`config.mk`:
```
export PLATFORM = sky130hd
export DESIGN_NAME = cid_byte_rx
export DESIGN_NICKNAME = d
export VERILOG_FILES = /design/src/rtl/cid_rx_pkg.sv /design/src/rtl/cid_in_sync.sv /design/src/rtl/cid_line_class.sv /design/src/rtl/cid_byte_fsm.sv /design/src/rtl/cid_byte_rx.sv
export SDC_FILE = /design/constraint.sdc
export NUM_CORES = 1
export LEC_CHECK = 0
export ABC_AREA = 1
export ABC_CLOCK_PERIOD_IN_PS = 5500
export BUFFER_PORTS_ARGS = -buffer_cell sky130_fd_sc_hd__buf_4
export CAP_MARGIN = 10
export CORE_MARGIN = 3
export CORE_UTILIZATION = 35
export CTS_CLUSTER_DIAMETER = 30
export DETAILED_ROUTE_END_ITERATION = 10
export PLACE_DENSITY = 0.54
export SYNTH_ARGS = -nofsm -noshare
export SYNTH_HDL_FRONTEND = slang
export SYNTH_SLANG_ARGS = --single-unit
```
`constraint.sdc`:
```
create_clock -name clk_i -period 5.5 [get_ports clk_i]
set_clock_uncertainty 0.15 [all_clocks]
set_input_delay 0.825 -clock clk_i [delete_from_list [all_inputs] [get_ports clk_i]]
set_output_delay 0.825 -clock clk_i [all_outputs]
set_load 0.03 [all_outputs]
```
`src/rtl/cid_rx_pkg.sv`:
```
package cid_rx_pkg;
  typedef enum logic [2:0] {
    RX_IDLE,
    RX_START,
    RX_DATA,
    RX_STOP,
    RX_WAIT_HI
  } rx_state_e;
endpackage

```
`src/rtl/cid_in_sync.sv`:
```
module cid_in_sync (
  input  logic clk_i,
  input  logic rst_ni,
  input  logic d_i,
  output logic lvl_o,
  output logic fall_o,
  output logic edge_o
);
  logic [2:0] q;

  always_ff @(posedge clk_i or negedge rst_ni) begin
    if (!rst_ni) q <= 3'b111;
    else         q <= {q[1:0], d_i};
  end

  assign lvl_o  = q[1];
  assign fall_o = q[2] & ~q[1];
  assign edge_o = q[2] ^ q[1];
endmodule

```
`src/rtl/cid_line_class.sv`:
```
module cid_line_class #(
  parameter int BIT_CLKS = 10000,
  parameter int RUN_LEN  = 10
) (
  input  logic clk_i,
  input  logic rst_ni,
  input  logic en_i,
  input  logic lvl_i,
  input  logic edge_i,
  output logic seizure_o,
  output logic mark_o
);
  localparam int CW = $clog2(BIT_CLKS);
  localparam int RW = $clog2(RUN_LEN + 1);

  logic [CW-1:0] per_cnt;
  logic [1:0]    edge_cnt;
  logic [1:0]    win_edges;
  logic [RW-1:0] seiz_run, mark_run;
  logic          win_end;

  assign win_end   = (per_cnt == CW'(BIT_CLKS - 1));
  assign win_edges = (edge_cnt == 2'd2) ? 2'd2 : edge_cnt + {1'b0, edge_i};

  always_ff @(posedge clk_i or negedge rst_ni) begin
    if (!rst_ni) begin
      per_cnt  <= '0;
      edge_cnt <= '0;
      seiz_run <= '0;
      mark_run <= '0;
    end else if (!en_i) begin
      per_cnt  <= '0;
      edge_cnt <= '0;
      seiz_run <= '0;
      mark_run <= '0;
    end else if (win_end) begin
      per_cnt  <= '0;
      edge_cnt <= '0;
      if (win_edges == 2'd1)
        seiz_run <= (seiz_run == RW'(RUN_LEN)) ? seiz_run : seiz_run + 1'b1;
      else
        seiz_run <= '0;
      if (win_edges == 2'd0 && lvl_i)
        mark_run <= (mark_run == RW'(RUN_LEN)) ? mark_run : mark_run + 1'b1;
      else
        mark_run <= '0;
    end else begin
      per_cnt  <= per_cnt + 1'b1;
      edge_cnt <= win_edges;
    end
  end

  assign seizure_o = (seiz_run == RW'(RUN_LEN));
  assign mark_o    = (mark_run == RW'(RUN_LEN));


  seiz_mark_excl_chk: assert property (@(posedge clk_i) disable iff (!rst_ni)
    !(seizure_o && mark_o));

  mark_rise_high_chk: assert property (@(posedge clk_i) disable iff (!rst_ni)
    $rose(mark_o) |-> $past(lvl_i));

  flags_off_chk: assert property (@(posedge clk_i) disable iff (!rst_ni)
    !en_i |=> !seizure_o && !mark_o);
endmodule

```
`src/rtl/cid_byte_fsm.sv`:
```
module cid_byte_fsm
  import cid_rx_pkg::*;
#(
  parameter int BIT_CLKS = 10000
) (
  input  logic       clk_i,
  input  logic       rst_ni,
  input  logic       en_i,
  input  logic       lvl_i,
  input  logic       fall_i,
  output logic [7:0] byte_o,
  output logic       valid_o,
  output logic       ferr_o
);
  localparam int HALF = BIT_CLKS / 2;
  localparam int CW   = $clog2(BIT_CLKS);

  rx_state_e     state;
  logic [CW-1:0] cnt;
  logic [2:0]    bit_idx;
  logic [7:0]    shreg;
  logic          half_hit, full_hit;

  assign half_hit = (cnt == CW'(HALF - 1));
  assign full_hit = (cnt == CW'(BIT_CLKS - 1));

  always_ff @(posedge clk_i or negedge rst_ni) begin
    if (!rst_ni) begin
      state   <= RX_IDLE;
      cnt     <= '0;
      bit_idx <= '0;
      shreg   <= '0;
      byte_o  <= '0;
      valid_o <= 1'b0;
      ferr_o  <= 1'b0;
    end else if (!en_i) begin
      state   <= RX_IDLE;
      cnt     <= '0;
      valid_o <= 1'b0;
      ferr_o  <= 1'b0;
    end else begin
      valid_o <= 1'b0;
      ferr_o  <= 1'b0;
      case (state)
        RX_IDLE: begin
          cnt <= '0;
          if (fall_i) state <= RX_START;
        end
        RX_START: begin
          if (half_hit) begin
            cnt     <= '0;
            bit_idx <= '0;
            state   <= lvl_i ? RX_IDLE : RX_DATA;  // glitch reject
          end else cnt <= cnt + 1'b1;
        end
        RX_DATA: begin
          if (full_hit) begin
            cnt   <= '0;
            shreg <= {lvl_i, shreg[7:1]};
            if (bit_idx == 3'd7) state <= RX_STOP;
            else bit_idx <= bit_idx + 1'b1;
          end else cnt <= cnt + 1'b1;
        end
        RX_STOP: begin
          if (full_hit) begin
            cnt <= '0;
            if (lvl_i) begin
              byte_o  <= shreg;
              valid_o <= 1'b1;
              state   <= RX_IDLE;
            end else begin
              ferr_o <= 1'b1;
              state  <= RX_WAIT_HI;
            end
          end else cnt <= cnt + 1'b1;
        end
        RX_WAIT_HI: if (lvl_i) state <= RX_IDLE;
        default: state <= RX_IDLE;
      endcase
    end
  end


  valid_pulse_chk: assert property (@(posedge clk_i) disable iff (!rst_ni)
    valid_o |=> !valid_o);

  valid_ferr_excl_chk: assert property (@(posedge clk_i) disable iff (!rst_ni)
    !(valid_o && ferr_o));

  wait_high_chk: assert property (@(posedge clk_i) disable iff (!rst_ni)
    (state == RX_WAIT_HI && !lvl_i && en_i) |=> state == RX_WAIT_HI);

  strobes_off_chk: assert property (@(posedge clk_i) disable iff (!rst_ni)
    !en_i |=> !valid_o && !ferr_o);

  rearm_chk: assert property (@(posedge clk_i) disable iff (!rst_ni)
    (state == RX_IDLE && fall_i && en_i) |=> state == RX_START);
endmodule

```
`src/rtl/cid_byte_rx.sv`:
```
module cid_byte_rx #(
  parameter int CLKS_PER_BIT = 10000,
  parameter int RUN_LEN      = 10
) (
  input  logic       clk_i,
  input  logic       rst_ni,
  input  logic       en_i,
  input  logic       rxd_i,
  output logic [7:0] byte_o,
  output logic       byte_valid_o,
  output logic       frame_err_o,
  output logic       seizure_o,
  output logic       mark_o
);
  logic lvl, fall, edg;

  cid_in_sync u_sync (
    .clk_i (clk_i),
    .rst_ni(rst_ni),
    .d_i   (rxd_i),
    .lvl_o (lvl),
    .fall_o(fall),
    .edge_o(edg)
  );

  cid_byte_fsm #(.BIT_CLKS(CLKS_PER_BIT)) u_fsm (
    .clk_i  (clk_i),
    .rst_ni (rst_ni),
    .en_i   (en_i),
    .lvl_i  (lvl),
    .fall_i (fall),
    .byte_o (byte_o),
    .valid_o(byte_valid_o),
    .ferr_o (frame_err_o)
  );

  cid_line_class #(.BIT_CLKS(CLKS_PER_BIT), .RUN_LEN(RUN_LEN)) u_class (
    .clk_i    (clk_i),
    .rst_ni   (rst_ni),
    .en_i     (en_i),
    .lvl_i    (lvl),
    .edge_i   (edg),
    .seizure_o(seizure_o),
    .mark_o   (mark_o)
  );
endmodule

```
=== Word-level counts from Yosys, hierarchy flattened ===
Cells that the tools add are included.

* Add/sub/neg operators: 6
* Equality and inequality tests: 25
* Muxes and demuxes: 39
* Bitwise gates (word level): 3
* Reductions and logical operators: 11

{| class="wikitable"
|+ Operator list
! operator !! count
|-
| $mux 14 || 5
|-
| $pmux 14 s3 || 1
|-
| $mux 3 || 11
|-
| $mux 4 || 8
|-
| $add 14x1->14 const B || 2
|-
| $eq 14x14->1 const B || 2
|-
| $pmux 3 s5 || 1
|-
| $eq 14x13->1 const B || 1
|-
| $ne 3x2->1 const B || 4
|-
| $ne 3x3->1 const B || 4
|-
| $add 4x1->4 const B || 2
|-
| $eq 4x4->1 const B || 2
|-
| $mux 1 || 8
|-
| $mux 2 || 4
|-
| $eq 3x2->1 const B || 2
|-
| $eq 3x3->1 const B || 2
|-
| $ne 2x1->1 const B || 3
|-
| $pmux 3 s2 || 1
|-
| $reduce_and 6->1 || 1
|-
| $reduce_and 5->1 || 1
|-
| $ne 4x2->1 const B || 1
|-
| $reduce_and 2->1 || 2
|-
| $reduce_and 4->1 || 1
|-
| $add 3x1->3 const B || 1
|-
| other kinds (14) || 14
|}

* Bits in registers: 65
* Bits of input ports: 4

=== Depth between registers and ports, before layout ===
* Depth after elaboration: 8
* Gate-level depth with buffers: 11
* Depth with buffers taken out: 11

=== Cells and area by module ===
Synthesis repeated with hierarchy kept, for this count alone.

* Cell total of the unflattened synthesis: 491
* Area total of the unflattened synthesis: 3684.8 sq um

{| class="wikitable"
|+ Modules (own cells, without submodules)
! module !! instances !! cells an instance !! area each (sq um)
|-
| cid_byte_fsm || 1 || 280 || 2122.0
|-
| cid_line_class || 1 || 205 || 1463.9
|-
| cid_in_sync || 1 || 6 || 98.8
|}

=== Worst setup path after synthesis ===
No wires, ideal clock.

* Path kind: reg2reg
* Start point: register u_sync.q[1]
* End point: register u_class.seiz_run[2]
* Library setup time: 0.126 ns
* Arrival: 1.890 ns
* Data required time: 5.224 ns
* Path slack: 3.334 ns
* Cell stages (with the launch flop): 10
* Path through: dfstp_2 -> inv_1 -> ha_1 -> inv_1 -> ha_1 -> nand2_1 -> nor3_1 -> nand2_1 -> nand2_2 -> o21ai_0

* Word-level cells in the longest chain between the ends: 7
* Elaborated cells on any way between the ends: 9
* Classes of those cells: add/sub (1); eq/ne (2); mux (4); bitwise (1); reduce/logical (1)

{| class="wikitable"
|+ Ends and longest elaborated chain
! element !! line !! source
|-
| start: declaration || cid_in_sync.sv:9 || <nowiki>logic [2:0] q;</nowiki>
|-
| start signal: assignment || cid_in_sync.sv:13 || <nowiki>else q <= {q[1:0], d_i};</nowiki>
|-
| $xor 1x1->1 (*) || cid_in_sync.sv:18 || <nowiki>assign edge_o = q[2] ^ q[1];</nowiki>
|-
| $add 2x1->2 (*) || cid_line_class.sv:23 || <nowiki>assign win_edges = (edge_cnt == 2'd2) ? 2'd2 : edge_cnt + {1'b0, edge_i};</nowiki>
|-
| $mux 2 (*) || cid_line_class.sv:23 ||
|-
| $eq 2x1->1 (*) || cid_line_class.sv:39 || <nowiki>if (win_edges == 2'd1)</nowiki>
|-
| $mux 4 || cid_line_class.sv:39 ||
|-
| $mux 4 || cid_line_class.sv:36 || <nowiki>end else if (win_end) begin</nowiki>
|-
| $mux 4 || cid_line_class.sv:31 || <nowiki>end else if (!en_i) begin</nowiki>
|-
| end signal: assignment || cid_line_class.sv:40 || <nowiki>seiz_run <= (seiz_run == RW'(RUN_LEN)) ? seiz_run : seiz_run + 1'b1;</nowiki>
|-
| end: declaration || cid_line_class.sv:19 || <nowiki>logic [RW-1:0] seiz_run, mark_run;</nowiki>
|}

Mark *: on every way between the ends. The rest lies on a longest branch, timed or not. The select of a mux whose other input is x is not followed.
A chain may end at the register's enable or synchronous reset.

=== Final worst setup path ===
* Start point: register u_sync.q[1]
* End point: register u_class.seiz_run[1]

Same word-level chain as after synthesis.

==> run_results.csv <==
group,metric,value,unit
outcome,outcome,"completed",
global_route,grt_pass1_vias,2515,
timing,min_period_over_period,0.447,
route,ant_nets,0,
logic_synthesis,synth_nets,450,
timing,slew_headroom,0.458,
timing,tns,0,ps
route,vias,2687,
layout,fin_util,0.403,
global_route,grt_overflow_total,0,
timing,max_clock_freq,406,MHz
placed_design,dp.final_hpwl,4.73,mm
clock_network,path_clk_slew,70,ps
placed_design,place_inst,578,
clock_network,cts.htree.levels,3,
clock_network,root_buffer,"clkbuf_8",
clock_network,clkSinkCount,65,
clock_network,cts_buffer_depth,2,
logic_synthesis,ys_types,32,
global_route,grt_usage,0.130,
critical_path,cp.required,5570,ps
critical_path,cp-start-kind,"flip-flop",
timing,drv_slew,0,
critical_path,rr_startpoint,"u_sync.q[1]",
critical_path,reg2reg_slack,3040,ps
critical_path,endpoint,"u_class.seiz_run[1]",
critical_path,worstReg2RegEnd,"u_class.seiz_run[1]",
global_route,grtUsageMet1,0.169,
layout,area_delta_synth_final,11.6,%
route,remaining_drc_errors,0,
die,fp.coreArea,0.00977,mm²
clock_network,holdBufCountCts,0,
layout,stdcell_count,594,
timing,tightest_slew,812,ps
logic_synthesis,syn-instance-count,435,
die,ioPinCount,16,
logic_synthesis,synth_largest_area_cell,"dfrtp_1",
critical_path,endpoint_kind,"flip-flop",
global_route,grt_most_used_layer,"met2",
logic_synthesis,syn-cell-area,0.00353,mm²
global_route,met3_usage,0.0425,
layout,fill_cells,1007,
timing,grt_setup_unrepaired,"no",
logic_synthesis,ys_seq_area_frac,0.461,
clock_network,cts_setup_buffers,0,
clock_network,clock_latency,340,ps
route,drt-initial-drc-count,129,
critical_path,startpoint,"u_sync.q[1]",
critical_path,cp_max_fo,8,
layout,multi_input_area,0.00166,mm²
power_and_ir_drop,p_per_area,273,mW/mm²
die,start_util,0.361,
logic_synthesis,synth_top_area_share,0.439,
clock_network,cts.repair.resized,0,
layout,seq_area,0.00163,mm²
logic_synthesis,synth_area_leaders,"dfrtp_1, nand2_1, nor2_1, inv_1, o21ai_2",
layout,nets,471,
route,drt_pass1_iterations,4,
layout,diodes,0,
power_and_ir_drop,vdd_ir_drop_max,0.178,mV
run,drv_cap,0,
clock_network,cts_tree,"done",
die,die_h,106,µm
critical_path,r2r_cells,9,
route,vias_per_cell,4.52,
die,die_area,0.0113,mm²
layout,layout-drive-gt1-share,0.169,
placed_design,gp_congestion,0.823,
min_path,hp-class,"reg -> reg",
logic_synthesis,ys_ff_latch,65,
global_route,grt_max_degree,66,
route,drt-total-wl,6.70,mm
die,num_rows,36,
global_route,grt_pass1_wl,11.7,mm
power_and_ir_drop,p_leak,1.83,nW
clock_network,numCtsBuffers,9,
logic_synthesis,ys_warn_count,0,
timing,setup_viol,0,
timing,fin_crit,2460,ps
timing,hold_viol,0,
critical_path,critical_path_arrival,2530,ps
global_route,grt_use_met2,0.206,
die,die_width,106,µm
route,wl_per_cell,11.3,µm
logic_synthesis,syn_avg_cell_area,8.12,µm²
global_route,antenna_found_initial,0,
critical_path,path_class,"reg -> reg",
placed_design,io_buffers,15,
[metrics by stage]
step                      hold slack [ps]  area, µm²  total power [mW]  worst slack [ps]
after floorplan                       195       3530             0.682              3330
after global placement                197       3770             0.724              3050
after detailed placement              199       3770             0.726              3040
after CTS                             210       3940              1.09              3020
after global routing                  211       3940              1.15              2820
final                                 210       3940              1.08              3040
[cells by family (layout without fill, tap and decap cells)]
| family | after synthesis | in the layout | synth area share |
|---|---|---|---|
| xor gates and xnor gates | 18 | 18 | 0.0446 |
| DFF | 65 | 65 | 0.461 |
| adders and majority gates | 11 | 11 | 0.0390 |
| and+or+nand+nor | 239 | 239 | 0.305 |
| AOI/OAI and AO/OA | 44 | 44 | 0.0818 |
| buffers and inverters | 58 | 84 | 0.0687 |
[worst max-delay path, stage by stage (launching register included)]
cell and delay (ps):
dfstp_2 580, inv_1 150, ha_1 320, inv_1 40, ha_1 320, nand2_1 100
nor3_1 330, nand2_1 110, nand2_2 140, o21ai_0 100
[Yosys cell counts]
cell type / number
nand3_2: 1
xor2_1: 12
a211oi_1: 1
xnor2_1: 6
nand3_4: 2
nand2_2: 12
nand3b_1: 2
nor3_1: 7
nand2_4: 1
o21bai_1: 1
nor2_4: 2
or2_2: 1
inv_2: 3
buf_6: 3
buf_2: 1
o21ai_1: 8
clkinv_2: 1
and3_1: 1
clkbuf_1: 1
dfstp_2: 3
nor2_1: 56
nand4_1: 8
inv_1: 49
ha_1: 11
o21ai_2: 17
dfrtp_1: 62
nor2_2: 5
nand2_1: 112
nand3_1: 28
a21oi_1: 4
o21ai_0: 13
nor3b_1: 1
[layer usage]
metal  routed length, µm  up-vias
met3                 254        6
met4                  77        0
met2                3080       45
met5                   0        -
met1                3290     1217
li1                    -     1419
[where the power goes]
group | total, mW | internal, mW | switching [mW]
clock | 0.362 | 0.174 | 0.187
combinational | 0.186 | 0.0566 | 0.129
sequential | 0.529 | 0.502 | 0.0267
[cells in the final DEF (no fill, tap or decap), types with 2 or more instances in the layout]
cell type,synthesis,final
o21ai_0,13,13
clkbuf_8,0,10
nand4_1,8,8
dfrtp_1,62,62
nor2_2,5,5
nor3_1,7,7
xor2_1,12,12
xnor2_1,6,6
nand3_1,28,28
ha_1,11,11
clkinv_2,1,4
inv_1,49,49
dfstp_2,3,3
nand2_2,12,12
nor2_1,56,56
o21ai_2,17,17
nand3_4,2,2
nor2_4,2,2
inv_2,3,3
nand2_1,112,112
buf_4,0,15
a21oi_1,4,4
o21ai_1,8,8
nand3b_1,2,2
[worst min-delay path by stage]
stage           startpoint          end  cells after the start
6_report       u_sync.q[0]  u_sync.q[1]                      0
5_1_grt        u_sync.q[0]  u_sync.q[1]                      0
4_1_cts        u_sync.q[0]  u_sync.q[1]                      0
3_5_place_dp   u_sync.q[0]  u_sync.q[1]                      0
3_3_place_gp   u_sync.q[0]  u_sync.q[1]                      0
2_1_floorplan  u_sync.q[0]  u_sync.q[1]                      0
[sequential cells by signal, indices dropped and copies added (netlist names)]
name and flops:
u_fsm.state 3, u_sync.q 3, u_fsm.cnt 14, u_fsm.bit_idx 3
u_class.edge_cnt 2, u_class.seiz_run 4, u_fsm.byte_o 8, u_fsm.ferr_o 1
u_class.mark_run 4, u_class.per_cnt 14, u_fsm.valid_o 1, u_fsm.shreg 8
[area by class of cell]
class,count,share of cell area
Sequential cell,65,0.414
Inverter,53,0.0508
Clock buffer,11,0.0359
Multi-Input combinational cell,312,0.421
Tap cell,133,0.0422
Clock inverter,5,0.00793
Timing Repair Buffer,15,0.0286
Note: power is estimated with default switching activity, not from simulation.
